## src/rtl/lcd_seq_pkg.sv

```systemverilog
`timescale 1ns/1ps
package lcd_seq_pkg;
    typedef enum logic [1:0] {
        ST_OFF    = 2'd0,
        ST_HALF_A = 2'd1,
        ST_HALF_B = 2'd2
    } seq_state_t;

    localparam int NUM_BP = 4;

    localparam logic [1:0] LV_GND = 2'd0;
    localparam logic [1:0] LV_LO  = 2'd1;
    localparam logic [1:0] LV_HI  = 2'd2;
    localparam logic [1:0] LV_TOP = 2'd3;
endpackage

```

## src/rtl/lcd_phase_timer.sv

```systemverilog
`timescale 1ns/1ps
module lcd_phase_timer #(
    parameter int DIV_SLOW = 8,
    parameter int DIV_FAST = 6
) (
    input  logic clk,
    input  logic rst_n,
    input  logic fast,
    input  logic restart,
    output logic tick
);
    localparam int DIV_MAX = (DIV_SLOW > DIV_FAST) ? DIV_SLOW : DIV_FAST;
    localparam int CW      = $clog2(DIV_MAX + 1);

    logic [CW-1:0] cnt;
    logic [CW-1:0] lim;

    assign lim  = fast ? CW'(DIV_FAST - 1) : CW'(DIV_SLOW - 1);
    assign tick = (cnt >= lim);

    always_ff @(posedge clk) begin
        if (!rst_n || restart || tick) begin
            cnt <= '0;
        end else begin
            cnt <= cnt + 1'b1;
        end
    end
endmodule

```

## src/rtl/lcd_blink_gen.sv

```systemverilog
`timescale 1ns/1ps
module lcd_blink_gen #(
    parameter int BLINK_BASE = 2
) (
    input  logic       clk,
    input  logic       rst_n,
    input  logic [1:0] blink_sel,
    input  logic       frame_end,
    output logic       visible
);
    localparam int BW = $clog2(BLINK_BASE * 4 + 1);

    logic [BW-1:0] frames;
    logic [BW-1:0] period;

    always_comb begin
        unique case (blink_sel)
            2'd1:    period = BW'(BLINK_BASE);
            2'd2:    period = BW'(BLINK_BASE * 2);
            default: period = BW'(BLINK_BASE * 4);
        endcase
    end

    always_ff @(posedge clk) begin
        if (!rst_n || blink_sel == 2'd0) begin
            frames  <= '0;
            visible <= 1'b1;
        end else if (frame_end) begin
            if (frames >= period - 1'b1) begin
                frames  <= '0;
                visible <= ~visible;
            end else begin
                frames <= frames + 1'b1;
            end
        end
    end
endmodule

```

## src/rtl/lcd_seg_map.sv

```systemverilog
`timescale 1ns/1ps
module lcd_seg_map
    import lcd_seq_pkg::*;
#(
    parameter int NSEG = 8
) (
    input  logic              running,
    input  logic              half_b,
    input  logic              static_mode,
    input  logic              show,
    input  logic [NSEG-1:0]   row_bits,
    output logic [2*NSEG-1:0] seg_lvl
);
    for (genvar s = 0; s < NSEG; s++) begin : g_seg
        logic lit;
        assign lit = show & row_bits[s];
        always_comb begin
            if (!running) begin
                seg_lvl[2*s +: 2] = LV_GND;
            end else if (lit) begin
                seg_lvl[2*s +: 2] = half_b ? LV_TOP : LV_GND;
            end else if (static_mode) begin
                seg_lvl[2*s +: 2] = half_b ? LV_GND : LV_TOP;
            end else begin
                seg_lvl[2*s +: 2] = half_b ? LV_LO : LV_HI;
            end
        end
    end
endmodule

```

## src/rtl/lcd_frame_seq.sv

```systemverilog
`timescale 1ns/1ps
module lcd_frame_seq
    import lcd_seq_pkg::*;
#(
    parameter int NSEG        = 8,
    parameter int PH_DIV_SLOW = 8,
    parameter int PH_DIV_FAST = 6,
    parameter int BLINK_BASE  = 2
) (
    input  logic                     clk,
    input  logic                     rst_n,
    input  logic [1:0]               drive_mode,
    input  logic                     rate_fast,
    input  logic                     bank_alt,
    input  logic                     disp_en,
    input  logic [1:0]               blink_sel,
    input  logic [NUM_BP*NSEG-1:0]   ram_data,
    input  logic                     sync_in,
    output logic                     sync_oe,
    output logic [2*NUM_BP-1:0]      bp_lvl,
    output logic [2*NSEG-1:0]        seg_lvl
);
    seq_state_t      state;
    logic [1:0]      ph;
    logic [1:0]      last_ph;
    logic            tick;
    logic            realign;
    logic            frame_end;
    logic            blink_vis;
    logic [1:0]      row_idx;
    logic [NSEG-1:0] row_bits;
    logic            running;
    logic            half_b;

    assign last_ph   = drive_mode;
    assign realign   = sync_in & ~sync_oe;
    assign running   = (state != ST_OFF);
    assign half_b    = (state == ST_HALF_B);
    assign frame_end = tick & ~realign & half_b & (ph >= last_ph);

    lcd_phase_timer #(
        .DIV_SLOW (PH_DIV_SLOW),
        .DIV_FAST (PH_DIV_FAST)
    ) u_timer (
        .clk     (clk),
        .rst_n   (rst_n),
        .fast    (rate_fast),
        .restart (realign),
        .tick    (tick)
    );

    lcd_blink_gen #(
        .BLINK_BASE (BLINK_BASE)
    ) u_blink (
        .clk       (clk),
        .rst_n     (rst_n),
        .blink_sel (blink_sel),
        .frame_end (frame_end),
        .visible   (blink_vis)
    );

    // State register: phase walk through the two half-frames
    always_ff @(posedge clk) begin
        if (!rst_n) begin
            state <= ST_OFF;
            ph    <= 2'd0;
        end else if (realign) begin
            state <= ST_HALF_B;
            ph    <= last_ph;
        end else if (tick) begin
            unique case (state)
                ST_OFF: begin
                    state <= ST_HALF_A;
                    ph    <= 2'd0;
                end
                ST_HALF_A: begin
                    if (ph >= last_ph) begin
                        state <= ST_HALF_B;
                        ph    <= 2'd0;
                    end else begin
                        ph <= ph + 2'd1;
                    end
                end
                ST_HALF_B: begin
                    if (ph >= last_ph) begin
                        state <= ST_HALF_A;
                        ph    <= 2'd0;
                    end else begin
                        ph <= ph + 2'd1;
                    end
                end
                default: begin
                    state <= ST_OFF;
                    ph    <= 2'd0;
                end
            endcase
        end
    end

    // Row selection with display bank swap
    always_comb begin
        unique case (drive_mode)
            2'd0:    row_idx = bank_alt ? 2'd2 : 2'd0;
            2'd1:    row_idx = bank_alt ? (ph + 2'd2) : ph;
            default: row_idx = ph;
        endcase
    end
    assign row_bits = ram_data[row_idx*NSEG +: NSEG];

    // Output decode: backplanes and sync drive
    always_comb begin
        bp_lvl  = '0;
        sync_oe = 1'b0;
        if (running) begin
            sync_oe = half_b && (ph == last_ph);
            for (int b = 0; b < NUM_BP; b++) begin
                if (2'(b) == ph) begin
                    bp_lvl[2*b +: 2] = half_b ? LV_GND : LV_TOP;
                end else begin
                    bp_lvl[2*b +: 2] = half_b ? LV_HI : LV_LO;
                end
            end
        end
    end

    lcd_seg_map #(
        .NSEG (NSEG)
    ) u_segs (
        .running     (running),
        .half_b      (half_b),
        .static_mode (drive_mode == 2'd0),
        .show        (disp_en & blink_vis),
        .row_bits    (row_bits),
        .seg_lvl     (seg_lvl)
    );
endmodule

```

## config.mk

```make
export PLATFORM = sky130hd
export DESIGN_NAME = lcd_frame_seq
export DESIGN_NICKNAME = d
export VERILOG_FILES = /design/src/rtl/lcd_seq_pkg.sv /design/src/rtl/lcd_phase_timer.sv /design/src/rtl/lcd_blink_gen.sv /design/src/rtl/lcd_seg_map.sv /design/src/rtl/lcd_frame_seq.sv
export SDC_FILE = /design/constraint.sdc
export NUM_CORES = 1
export LEC_CHECK = 0
export BUFFER_PORTS_ARGS = -buffer_cell sky130_fd_sc_hd__buf_2
export CORE_MARGIN = 4
export CORE_UTILIZATION = 51
export CTS_BUF_LIST = sky130_fd_sc_hd__clkbuf_8 sky130_fd_sc_hd__clkbuf_16
export CTS_CLUSTER_DIAMETER = 30
export DETAILED_ROUTE_END_ITERATION = 8
export GPL_TIMING_DRIVEN = 0
export PLACE_DENSITY = 0.86
export SYNTH_ARGS = -nofsm -noshare
export SYNTH_HDL_FRONTEND = slang
export SYNTH_SLANG_ARGS = --single-unit
```

## constraint.sdc

```tcl
create_clock -name clk -period 5.66 [get_ports clk]
set_clock_uncertainty 0.05 [all_clocks]
set_input_delay 0.283 -clock clk [delete_from_list [all_inputs] [get_ports clk]]
set_output_delay 0.283 -clock clk [all_outputs]
set_load 0.01 [all_outputs]
```

==> flow_summary.json <==
{
  "synth_area_leader_cell": "dfxtp_1",
  "drt_iter0_drc": 36,
  "switching_share_pct": 32.6,
  "critPathArrivalTime_ns": 2.32,
  "final_core_util_pct": 68.3,
  "diodes": 0,
  "grt_util_all_layers_pct": 17.8,
  "muxShareOfSynthArea_pct": 24.1,
  "wl_per_cell_um": 13.1,
  "finalSetupViolCount": 0,
  "maxSlewViolCount": 0,
  "cts_buffers": 3,
  "core-area_sq_um": 2730,
  "yosysWarnings": 0,
  "fin_ws_ns": 3.01,
  "cts.sinks": 13,
  "post-route-min-period_ns": 2.65,
  "cts_tree": "yes",
  "synth.area.top_cells": "dfxtp_1 (18%), mux2i_1 (18%), ha_1 (16%)",
  "path_clk_slew_ns": 0.06,
  "syn_area_sq_um": 1450,
  "drive_gt1_share_pct": 36.5,
  "synth_ff_type": "dfxtp_1",
  "start_util_pct": 53.1,
  "cp-startpoint": "ph[0]",
  "crit_top_cell": "buf_2",
  "cts_root_buffer": "clkbuf_8",
  "synthAdderAreaFrac_pct": 15.5,
  "p_leak_nw": 1.07,
  "synth_area_per_cell_sq_um": 8.49,
  "antenna_found_initial": 0,
  "rsz0062_at_grt": "false",
  "gp_congestion": 0.803,
  "fp.dieW_um": 61.4,
  "synth_top_area_share_pct": 17.9,
  "synthCells": 171,
  "dieHeight_um": 61.4,
  "max_cap_viol_count": 0,
  "ys_seq_area_share_pct": 17.9,
  "place_ws_ns": 2.99,
  "routed_wl_um": 3550,
  "synth_edf_count": 0,
  "fin_area_sq_um": 1870,
  "boundaryPins": 67,
  "power.density_nw_per_um2": 158,
  "required_ns": 5.33,
  "rows": 19,
  "antenna_left": 0,
  "power_switching_mw": 0.0964,
  "drt-pass1-iter-count": 4,
  "grt_pass1_wl_um": 5190,
  "grt_max_degree": 11,
  "viasPerCell": 5.26,
  "end_kind": "output pin",
  "fin_tns_setup_ns": 0,
  "synth-xor-area-share_pct": 4.22,
  "hold_viol_final": 0,
  "worstPathMaxFanout": 10,
  "post_cts_buffers": 0,
  "max_freq_mhz": 377,
  "finalCritPeriodShare_pct": 46.8,
  "start_kind": "register",
  "tightest_slew_ns": 0.586,
  "htreeDepth": 1,
  "hold_buffers": 0,
  "status": "complete, no violations",
  "r2r-start": "ph[0]",
  "vdd_drop_max_uv": 173,
  "synth-simple-area-share_pct": 17.1,
  "pwr-share-comb_pct": 39.8,
  "yosysMostFrequentCell": "mux2i_1",
  "hold_start": "rst_n",
  "nets": 302,
  "drc_errors": 0,
  "grt_pass1_vias": 1336,
  "synth_top_family_by_area": "multiplexers",
  "synth_compound_area_share_pct": 13.8,
  "power_frac_seq_pct": 32.8,
  "dieArea_sq_um": 3770,
  "worstSkewPairLatency_ns": 0.24,
  "synth_commonest_cells": "mux2i_1 (26), ha_1 (18), dfxtp_1 (13), nor2_1 (12), nand2_1 (11)",
  "synth_seq_cells": 13,
  "grt-ovfl-total": 0,
  "port_buffers": 66,
  "path_class": "register to output pin",
  "placed_cell_area_sq_um": 1820,
  "cts.repair.resized": 0,
  "synth_cell_type_count": 36,
  "relSlewSlack_pct": 60.7,
  "hpwl_um": 2880,
  "min_path_type": "primary input to register",
  "p_clk_share_pct": 27.4,
  "path_cells": "o21ai_1, buf_2, mux2_2, o211ai_1, mux2i_1, buf_2",
  "syn-num-nets": 231,
  "slowest_delay_ns": 0.38,
  "async_reset_ff_share_pct": 0,
  "crit_slowest_cell": "buf_2",
  "syn_to_final_growth_pct": 28.6,
  "intPower_mw": 0.199,
  "clockBufferDepth": 2,
  "vias": 1432
}
[metrics by stage]
step           power [mW]  hold WS, ns  cells
4_1_cts             0.299        0.273    272
2_1_floorplan       0.176        0.354    171
3_5_place_dp        0.217        0.409    268
3_3_place_gp        0.214        0.397    268
6_report            0.296        0.273    272
5_1_grt             0.315        0.284    272
[power by group through the flow]
stage	registers, mW	clock network, mW	logic, mW
4_1_cts	0.0969	0.0831	0.119
3_5_place_dp	0.0989	0	0.118
3_3_place_gp	0.0988	0	0.115
2_1_floorplan	0.0982	0	0.0775
6_report	0.0970	0.0812	0.118
5_1_grt	0.0974	0.0878	0.130
[cells in the final DEF, fill, tap and decap left out]
cell / count
mux2_2: 8
dfxtp_1: 13
o211ai_1: 9
buf_1: 1
clkinv_2: 1
o21ai_0: 4
or2_1: 1
nand2b_1: 2
or2_0: 1
buf_2: 67
nand3_1: 4
nor2b_1: 2
buf_4: 4
a21o_1: 5
nand4b_4: 1
inv_2: 1
xnor2_1: 6
or3_1: 4
o21ai_1: 3
ha_1: 18
conb_1: 1
a21boi_1: 1
nor4_1: 1
inv_1: 9
xor2_1: 1
or4b_4: 1
and2_1: 1
and2_4: 1
nand4_1: 2
nor2_1: 12
mux2i_1: 26
a211oi_1: 1
nand2_1: 11
clkbuf_1: 4
clkbuf_8: 3
buf_6: 1
a21oi_1: 9
nand4b_1: 1
[state kept, by name, indices dropped and copies added, names as in the netlist]
signal / count
u_blink.frames: 4
u_timer.cnt: 4
ph: 2
state: 2
u_blink.visible: 1
[layout make-up]
type / count / area, sq um
multi-input combinational: 137 / 1090
tap: 31 / 38.8
fill: 250 / 866
clock inverter: 1 / 5.00
clock buffer: 3 / 41.3
sequential: 13 / 260
timing repair buffer: 66 / 330
inverter: 10 / 37.5
buffer: 11 / 65.1
[worst max-delay path, delay by kind of cell (launching register included)]
family                 cells  cell delay, ns
AOI/OAI and AO/OA          2            0.61
muxes                      2            0.58
buffers and inverters      2            0.53
DFF                        1            0.35
[per-layer routing]
| layer | track usage, % | wire length, um |
|---|---|---|
| met2 | 37.8 | 1810 |
| met4 | 5.15 | 21 |
| met3 | 3.35 | 404 |
| met5 | 0 | 0 |
| met1 | 16.6 | 1320 |
[kinds of logic after synthesis]
group | Yosys count
other cells | 1
fa+ha+maj | 18
simple gates | 45
mux | 34
compound gates | 32
buf+inv | 21
flops | 13
xor+xnor | 7
[path summary, 6_finish.rpt]
check	endpoint	slack, ns	cells past startpoint
worst min-delay path	state[0]	0.27	3
worst max-delay path	seg_lvl[14]	3.01	6
worst max register to register	u_blink.frames[3]	3.20	8
worst min register to register	u_timer.cnt[0]	0.41	1
No activity file was read; power rests on OpenSTA's default activity.
